--- src/rtl/sfs_pkg.sv ---
// Shared fetch-type codes for the scanline fetch scheduler.
package sfs_pkg;
    localparam int KIND_W = 3;
    typedef logic [KIND_W-1:0] kind_t;
    localparam kind_t K_IDLE = 3'd0;
    localparam kind_t K_NT   = 3'd1;
    localparam kind_t K_AT   = 3'd2;
    localparam kind_t K_PLO  = 3'd3;
    localparam kind_t K_PHI  = 3'd4;
endpackage

--- src/rtl/sfs_slot_decode.sv ---
// Combinational dot-to-fetch decoder.
// Maps a 1-based dot index onto the fetch type and the address line 12
// level. Assumes dot counts from 0 and never exceeds the line length.
module sfs_slot_decode
    import sfs_pkg::*;
#(
    parameter int DOT_W    = 9,
    parameter int BG_END   = 256,
    parameter int SPR_END  = 320,
    parameter int PRE_END  = 336,
    parameter int LAST_DOT = 340
) (
    input  logic [DOT_W-1:0] dot,
    input  logic             render_en,
    input  logic             bg_page,
    input  logic             spr_page,
    output kind_t            kind,
    output logic             a12
);
    localparam int SPR_START = BG_END + 1;
    localparam int PRE_START = SPR_END + 1;

    logic [2:0] phase;
    logic       in_bg, in_spr, in_tail;
    logic       page;

    // Region classification and in-group phase.
    always_comb begin
        phase   = 3'(dot - DOT_W'(1));
        in_bg   = ((dot >= DOT_W'(1)) && (dot <= DOT_W'(BG_END))) ||
                  ((dot >= DOT_W'(PRE_START)) && (dot <= DOT_W'(PRE_END)));
        in_spr  = (dot >= DOT_W'(SPR_START)) && (dot <= DOT_W'(SPR_END));
        in_tail = (dot > DOT_W'(PRE_END)) && (dot <= DOT_W'(LAST_DOT));
        page    = in_spr ? spr_page : bg_page;
    end

    // Fetch type and address line 12 selection.
    always_comb begin
        kind = K_IDLE;
        if (render_en) begin
            if (in_bg || in_spr) begin
                case (phase[2:1])
                    2'd0:    kind = K_NT;
                    2'd1:    kind = K_AT;
                    2'd2:    kind = K_PLO;
                    default: kind = K_PHI;
                endcase
            end else if (in_tail) begin
                kind = K_NT;
            end
        end
        a12 = ((kind == K_PLO) || (kind == K_PHI)) && page;
    end
endmodule

--- src/rtl/sfs_edge_counter.sv ---
// Counter clocked by rising edges of address line 12.
// On a step it reloads when zero and otherwise decrements. irq is set when a
// step leaves it at zero with irq_en high, and it is cleared while irq_en is low.
// Assumes step is a single-cycle pulse.
module sfs_edge_counter #(
    parameter int CNT_W = 8
) (
    input  logic             clk,
    input  logic             rst_n,
    input  logic             step,
    input  logic             irq_en,
    input  logic [CNT_W-1:0] reload_val,
    output logic [CNT_W-1:0] count,
    output logic             irq
);
    logic [CNT_W-1:0] count_nxt;

    // Next count on a step.
    always_comb begin
        count_nxt = (count == '0) ? reload_val : count - CNT_W'(1);
    end

    // Counter and interrupt flag registers.
    always_ff @(posedge clk) begin
        if (!rst_n) begin
            count <= '0;
            irq   <= 1'b0;
        end else begin
            if (step) count <= count_nxt;
            if (!irq_en) irq <= 1'b0;
            else if (step && (count_nxt == '0)) irq <= 1'b1;
        end
    end
endmodule

--- src/rtl/scanline_fetch_sched.sv ---
// Scanline fetch scheduler top.
// Registers the decoded fetch type and address line 12 on each dot strobe,
// and steps the edge counter when address line 12 goes from 0 to 1.
// Assumes inputs are stable around the sampling edge.
module scanline_fetch_sched
    import sfs_pkg::*;
#(
    parameter int DOT_W    = 9,
    parameter int CNT_W    = 8,
    parameter int BG_END   = 256,
    parameter int SPR_END  = 320,
    parameter int PRE_END  = 336,
    parameter int LAST_DOT = 340
) (
    input  logic             clk,
    input  logic             rst_n,
    input  logic             dot_en,
    input  logic [DOT_W-1:0] dot,
    input  logic             render_en,
    input  logic             bg_page,
    input  logic             spr_page,
    input  logic             irq_en,
    input  logic [CNT_W-1:0] reload_val,
    output logic [KIND_W-1:0] fetch_kind,
    output logic             fetch_a12,
    output logic [CNT_W-1:0] line_count,
    output logic             irq
);
    kind_t kind_d;
    logic  a12_d;
    logic  rise;

    sfs_slot_decode #(
        .DOT_W(DOT_W), .BG_END(BG_END), .SPR_END(SPR_END),
        .PRE_END(PRE_END), .LAST_DOT(LAST_DOT)
    ) u_dec (
        .dot(dot), .render_en(render_en), .bg_page(bg_page),
        .spr_page(spr_page), .kind(kind_d), .a12(a12_d)
    );

    // Rising edge of address line 12 as it is about to be registered.
    always_comb rise = dot_en && a12_d && !fetch_a12;

    // Output registers for fetch type and address line 12.
    always_ff @(posedge clk) begin
        if (!rst_n) begin
            fetch_kind <= K_IDLE;
            fetch_a12  <= 1'b0;
        end else if (dot_en) begin
            fetch_kind <= kind_d;
            fetch_a12  <= a12_d;
        end
    end

    sfs_edge_counter #(.CNT_W(CNT_W)) u_cnt (
        .clk(clk), .rst_n(rst_n), .step(rise), .irq_en(irq_en),
        .reload_val(reload_val), .count(line_count), .irq(irq)
    );
endmodule

--- config.mk ---
export PLATFORM = sky130hd
export DESIGN_NAME = scanline_fetch_sched
export DESIGN_NICKNAME = d
export VERILOG_FILES = /design/src/rtl/sfs_pkg.sv /design/src/rtl/sfs_slot_decode.sv /design/src/rtl/sfs_edge_counter.sv /design/src/rtl/scanline_fetch_sched.sv
export SDC_FILE = /design/constraint.sdc
export NUM_CORES = 1
export LEC_CHECK = 0
export ABC_AREA = 1
export BUFFER_PORTS_ARGS = -buffer_cell sky130_fd_sc_hd__buf_2
export CAP_MARGIN = 15
export CORE_UTILIZATION = 42
export DETAILED_ROUTE_END_ITERATION = 6
export MAX_ROUTING_LAYER = met4
export PLACE_DENSITY = 0.75
export SLEW_MARGIN = 5
export SYNTH_ARGS = -nofsm -noshare
export SYNTH_HDL_FRONTEND = slang
export SYNTH_SLANG_ARGS = --single-unit
export TNS_END_PERCENT = 50
--- constraint.sdc ---
create_clock -name clk -period 4.2 [get_ports clk]
set_input_delay 0.84 -clock clk [delete_from_list [all_inputs] [get_ports clk]]
set_output_delay 0.84 -clock clk [all_outputs]
set_load 0.01 [all_outputs]
==> flow_summary.yaml, run 1 <==
synth:
  ys_warn_count: 0
  syn_inst: 207
  synthArstFlopShare_pct: 0
  syn-num-nets: 236
  ys_top_cells_by_area: "dfxtp_1, nand2_1, inv_1"
  yosysMostFrequentCell: "nand2_1"
  synth-seq-cells: 13
  yosys-top-cells-count: "nand2_1, inv_1, nor2_1, nand4_1, nand3_1"
  syn_area_um2: 1270
  avgSynthCellArea_um2: 6.14
  yosys.area.top_type: "dfxtp_1"
  ys.flop_type: "dfxtp_1"
  synth.distinct_cells: 29
  ys_seq_area_share_pct: 20.5
  synth_edf_count: 0
  synth_top_cell_area_share_pct: 20.5
power_and_ir_drop:
  switching_share_pct: 40.4
  clkPwrFrac_pct: 19.8
  vdd_ir_drop_max_mv: 0.185
  finalPower_mw: 0.388
  power.switching_mw: 0.157
  p_seq_share_pct: 34.7
  comb_power_share_pct: 45.5
  p_int_mw: 0.231
  p_per_area_nw_per_um2: 258
  power_leakage_nw: 0.796
final_layout:
  utilization_pct: 53.7
  nFillCells: 311
  synthToLayoutAreaGrowth_pct: 18.4
  fin_cells: 276
  register_area_um2: 260
  drive_above_1_share_pct: 24.9
  final_nets: 275
  n_antenna_cell: 0
  multi_input_comb_area_um2: 857
sta:
  period_needed_ns: 2.21
  fin_setup_tns_ns: 0
  clock.fmax_mhz: 453
  hold_viol: 0
  finalClockSkew_ns: 0.00775
  finalCritPeriodShare_pct: 52.5
  report.final.slew_viol_count: 0
  max_slew_margin_pct: 76.3
  setup_viol: 0
  grt_setup_unrepaired: "false"
  worstMarginPinSlew_ns: 0.352
grt:
  grt_pass1_wl_mm: 4.78
  grt_pass1_vias: 1203
  antenna_found_initial: 0
  met1_usage_pct: 22.9
  grt_busiest_layer: "met2"
  grt_use_total_pct: 18.9
  grt_start_max_net_pins: 14
  grt_util_met3_pct: 2.72
  grt_overflow: 0
  gr-usage-met2_pct: 32.6
critical_path:
  crit_buf_inv: 2
  end_kind: "flop"
  crit_fanout: 8
  cpPeakStageDelay_ns: 0.37
  start_kind: "input port"
  reg2reg_depth: 12
  crit_slowest_cell: "ha_1"
  reg2reg_to: "u_cnt.irq"
  cp_cell_sequence: "buf_2 > inv_1 > ha_1 > xor2_1 > ha_1 > nand3b_1 > nand3_1 > nand3_2 > nor2_4 > nor2_1 > nor2_1"
  critPathTopFamily: "simple AND/OR/NAND/NOR gates"
  regToRegStartpoint: "u_cnt.count[0]"
  reg2reg_slack_ns: 2.30
  required_ns: 4.41
  path_class: "input port to flop"
  cp.depth: 11
  worstPathArrival_ns: 2.42
floorplan:
  ioPinCount: 37
  coreArea_um2: 2810
  die_y_um: 57.0
  dieArea_um2: 3250
  die_w_um: 57.0
  start_util_pct: 45.3
  fp-row-count: 19
clock_network:
  clock_latency_ns: 0.27
  cts_buffers: 3
  cts_setup_buffers: 0
  cts_resized: 0
  root_buffer: "clkbuf_4"
  h-tree-depth: 1
  postCtsHoldBufs: 0
  cts_max_path_buffers: 2
  cts_tree: "yes"
  clk_pin_slew_ns: 0.08
  clock-sinks: 13
outcome:
  violations: "design-rule violations"
  status: "finished, violations left"
hold_path:
  hold_depth: 2
  hold_start: "u_cnt.irq"
  min_path_type: "flop to flop"
  worstHoldEndpoint: "u_cnt.irq"
drt:
  wl_mm: 2.73
  drtIter0Drc: 46
  vias_per_cell: 4.92
  firstDrtPassIters: 6
  post-route-drc-count: 2
  wl_per_cell_um: 9.88
  via_count: 1357
  ant_nets: 0
placed_design:
  place_inst: 272
  numPortBuffers: 36
  dp_hpwl_mm: 2.31
  gp_congestion: 0.878
run:
  drv_cap: 0
-- state kept, by name, indices dropped and copies added, names as in the netlist --
signal       count
fetch_kind       3
u_cnt.irq        1
fetch_a12        1
u_cnt.count      8
-- routing by layer --
metal,share of wire [%],vias up
li1,-,745
met1,47,583
met2,48,24
met3,3.3,5
met4,1.3,0
met5,0,-
-- per-stage QoR --
step	hold WS (ns)	cell area, µm²	setup WS [ns]
2_1_floorplan	0.469	1270	1.96
3_3_place_gp	0.436	1480	1.73
3_5_place_dp	0.441	1480	1.68
4_1_cts	0.453	1510	1.97
5_1_grt	0.467	1510	1.81
6_report	0.450	1510	1.99
-- worst register-to-register path, stage by stage (launching register included) --
cell     delay [ns]
dfxtp_1        0.33
inv_1          0.12
ha_1           0.16
nand3_1        0.11
nor3_4         0.27
inv_2          0.13
nand2_1        0.08
o21ai_0        0.13
nor2_1         0.13
nand2_1        0.06
nor2_1         0.08
nand4_1        0.12
a21oi_1        0.14
-- worst max-delay path by stage --
stage           start             end  slack, ns
2_1_floorplan  dot[0]  u_cnt.count[2]       1.96
3_3_place_gp   dot[1]  u_cnt.count[0]       1.73
3_5_place_dp   dot[0]  u_cnt.count[5]       1.68
4_1_cts        dot[0]  u_cnt.count[5]       1.97
5_1_grt        dot[0]  u_cnt.count[0]       1.81
6_report       dot[0]  u_cnt.count[7]       1.99
-- final cells by class --
class | instances | area share, %
Multi-Input combinational cell | 154 | 56.9
Clock buffer | 4 | 1.75
Tap cell | 31 | 2.58
Timing Repair Buffer | 36 | 12.0
Sequential cell | 13 | 17.3
Inverter | 38 | 9.48
-- logic make-up (layout without fill, tap and decap cells) --
kind of cell               Yosys count  in the layout  synth area share, %
adders and majority gates            5              5                 4.92
buffers and inverters               40             78                 12.1
and+or+nand+nor                    124            124                 49.9
AOI/OAI and AO/OA                   20             20                 9.15
DFF                                 13             13                 20.5
xor gates and xnor gates             5              5                 3.44
-- placed cells by master (no fill, tap or decap), drive strengths merged --
| master | n |
|---|---|
| dfxtp | 13 |
| or2 | 1 |
| ha | 5 |
| xor2 | 4 |
| clkinv | 1 |
| o21ai | 13 |
| clkbuf | 4 |
| nand3 | 18 |
| nand4 | 17 |
| nand2 | 52 |
| nor3 | 4 |
| nand3b | 2 |
| inv | 37 |
| a21oi | 5 |
| o21a | 1 |
| xnor2 | 1 |
| nor2 | 30 |
| a21boi | 1 |
| buf | 36 |
-- power by group through the flow --
stage / combinational [mW] / clock (mW) / sequential [mW]
floorplan: 0.127 / 0 / 0.140
global placement: 0.174 / 0 / 0.137
detailed placement: 0.176 / 0 / 0.138
CTS: 0.177 / 0.0794 / 0.135
global route: 0.203 / 0.0867 / 0.136
finish: 0.177 / 0.0770 / 0.135
Note: power is estimated with default switching activity, not from simulation.
==> run 2, diff against run 1 <==
- ABC_AREA: 1 -> 0
- PLACE_DENSITY: 0.75 -> 0.79
- clock period: 4.2 -> 1.9 ns (I/O delays scaled with it)
==> flow_summary.yaml, run 2 <==
power_and_ir_drop:
  comb_power_share_pct: 41.3
  vdd_ir_drop_max_mv: 0.303
  p_int_mw: 0.520
  switching_share_pct: 33.7
  p_per_area_nw_per_um2: 439
  power_leakage_nw: 0.788
  p_seq_share_pct: 35.8
  clkPwrFrac_pct: 22.9
  power.switching_mw: 0.265
critical_path:
  worstPathArrival_ns: 2.31
  path_class: "input port to flop"
  startpoint: "dot[0]"
  cp_cell_sequence: "buf_6 > or4_4 > o31a_1 > nor4_4 > o221ai_4 > buf_6 > o311ai_4 > o21ai_1"
  crit_fanout: 8
  required_ns: 2.07
  regToRegStartpoint: "u_cnt.count[0]"
  end_kind: "flop"
  crit_path_frequent_cell: "buf_6"
  cpPeakStageDelay_ns: 0.54
  crit_slowest_cell: "or4_4"
  reg2reg_depth: 8
  start_kind: "input port"
placed_design:
  gp_congestion: 0.874
  dp_slack_ns: -0.665
  dp_hpwl_mm: 2.83
  place_inst: 236
  numPortBuffers: 36
clock_network:
  cts_tree: "yes"
  cts_max_path_buffers: 2
  postCtsHoldBufs: 0
  clk_pin_slew_ns: 0.09
  cts_buffers: 3
  h-tree-depth: 1
  clock_latency_ns: 0.29
  root_buffer: "clkbuf_4"
  clock-sinks: 13
sta:
  hold_ws_ns: 0.340
  fin_setup_tns_ns: -2.09
  setup_viol: 12
  max_slew_margin_pct: 70.9
  finalCritPeriodShare_pct: 113
  clock.fmax_mhz: 466
  finalClockSkew_ns: 0.00544
  grt_setup_unrepaired: "true"
  setup_ws_ns: -0.245
  hold_viol: 0
  worstMarginPinSlew_ns: 0.432
  report.final.slew_viol_count: 0
  period_needed_ns: 2.14
grt:
  grt_overflow: 0
  antenna_found_initial: 0
  grt_use_total_pct: 28.0
  grt_start_max_net_pins: 23
  grt_pass1_vias: 1287
  grt_pass1_wl_mm: 5.79
synth:
  yosys-top-cells-count: "dfxtp_1, inv_1, nand2_1, o21ai_0"
  ys_warn_count: 0
  ys_top_cells_by_area: "dfxtp_1, ha_1, o211ai_1"
  syn_area_um2: 1140
  avgSynthCellArea_um2: 7.91
  ys_seq_area_share_pct: 22.9
  synth_compound_area_share_pct: 29.7
  synth.area.mux_share_pct: 1.87
  syn_inst: 144
  synthArstFlopShare_pct: 0
  ys.flop_type: "dfxtp_1"
  syn-num-nets: 173
  yosys.area_share.adder_pct: 5.49
  yosysMostFrequentCell: "dfxtp_1"
  synth.distinct_cells: 51
  synth_top_family_by_area: "simple AND/OR/NAND/NOR gates"
  synth-xor-area-share_pct: 2.31
  yosys.area.top_type: "dfxtp_1"
  synth_edf_count: 0
  synth_top_cell_area_share_pct: 22.9
  yosys.area_share.simple_pct: 31.3
  synth-seq-cells: 13
drt:
  drtIter0Drc: 20
  wl_mm: 3.62
  met1_length_mm: 1.55
  vias_per_cell: 5.70
  via_count: 1386
  post-route-drc-count: 0
  wl_met2_mm: 1.85
  ant_nets: 0
  firstDrtPassIters: 4
  wl_per_cell_um: 14.9
  top_layer: "met4"
  dr_wl_met3_um: 173
floorplan:
  coreArea_um2: 2520
  ioPinCount: 37
  start_util_pct: 45.1
  dieArea_um2: 2920
  die_w_um: 54.1
  fp-row-count: 18
  die_y_um: 54.1
hold_path:
  hold_depth: 3
  min_path_type: "input port to flop"
  hold_start: "irq_en"
final_layout:
  utilization_pct: 70.9
  final_nets: 243
  drive_above_1_share_pct: 48.8
  largest_reg_flops: 8
  reg_top3: "u_cnt.count (8), fetch_kind (3)"
  final_cell_mix: "buf_4, buf_2, dfxtp_1, nand2_1, inv_1"
  synthToLayoutAreaGrowth_pct: 57.0
  n_antenna_cell: 0
  fin_cells: 243
  top_register: "u_cnt.count"
outcome:
  violations: "negative setup slack"
  status: "finished, violations left"
run:
  drv_cap: 0
-- run 2: per-layer routing --
layer | up-vias | global-route usage, %
met3 | 4 | 4.52
li1 | 686 | -
met4 | 0 | 4.70
met5 | - | -
met2 | 43 | 50.2
met1 | 653 | 32.9
-- run 2: worst paths after layout --
| check | slack (ns) | end |
|---|---|---|
| setup / recovery | -0.24 | u_cnt.count[2] |
| hold / removal | 0.34 | u_cnt.irq |
| setup reg to reg | -0.14 | u_cnt.count[7] |
| hold reg to reg | 0.46 | u_cnt.irq |
-- run 2: area by class of cell --
| cell class | count | area (µm²) |
|---|---|---|
| clock buffer | 3 | 22.5 |
| sequential | 13 | 260 |
| multi-input combinational | 115 | 953 |
| inverter | 11 | 41.3 |
| clock inverter | 1 | 5.00 |
| fill | 196 | 734 |
| timing repair buffer | 70 | 468 |
| tap | 30 | 37.5 |
-- run 2: cells by family after synthesis --
| kind of cell | Yosys count |
|---|---|
| flops | 13 |
| compound gates | 47 |
| mux | 2 |
| xor+xnor | 3 |
| buf+inv | 17 |
| simple gates | 57 |
| fa+ha+maj | 5 |
-- run 2: timing repair --
| action | in CTS | in global routing |
|---|---|---|
| pin swaps | 11 | 7 |
| cloned | 2 | 0 |
| buffers inserted | 0 | 1 |
| resized for setup | 22 | 8 |
| setup endpoints to repair | 12 | 12 |
-- run 2: worst max-delay path, delay by kind of cell --
family	cells	cell delay, ns
AND/OR/NAND/NOR	2	0.86
buffers and inverters	2	0.27
AO/OA/AOI/OAI	4	0.80
-- run 2: power by group through the flow --
stage | clock [mW] | combinational (mW) | sequential, mW
finish | 0.180 | 0.324 | 0.281
global route | 0.197 | 0.348 | 0.282
CTS | 0.174 | 0.310 | 0.281
detailed placement | 0 | 0.285 | 0.287
global placement | 0 | 0.274 | 0.287
floorplan | 0 | 0.162 | 0.292
-- run 2: metrics by stage --
stage / instance area [µm²] / power [mW]
2_1_floorplan: 1190 / 0.453
3_3_place_gp: 1610 / 0.561
3_5_place_dp: 1610 / 0.573
4_1_cts: 1740 / 0.766
5_1_grt: 1790 / 0.827
6_report: 1790 / 0.785
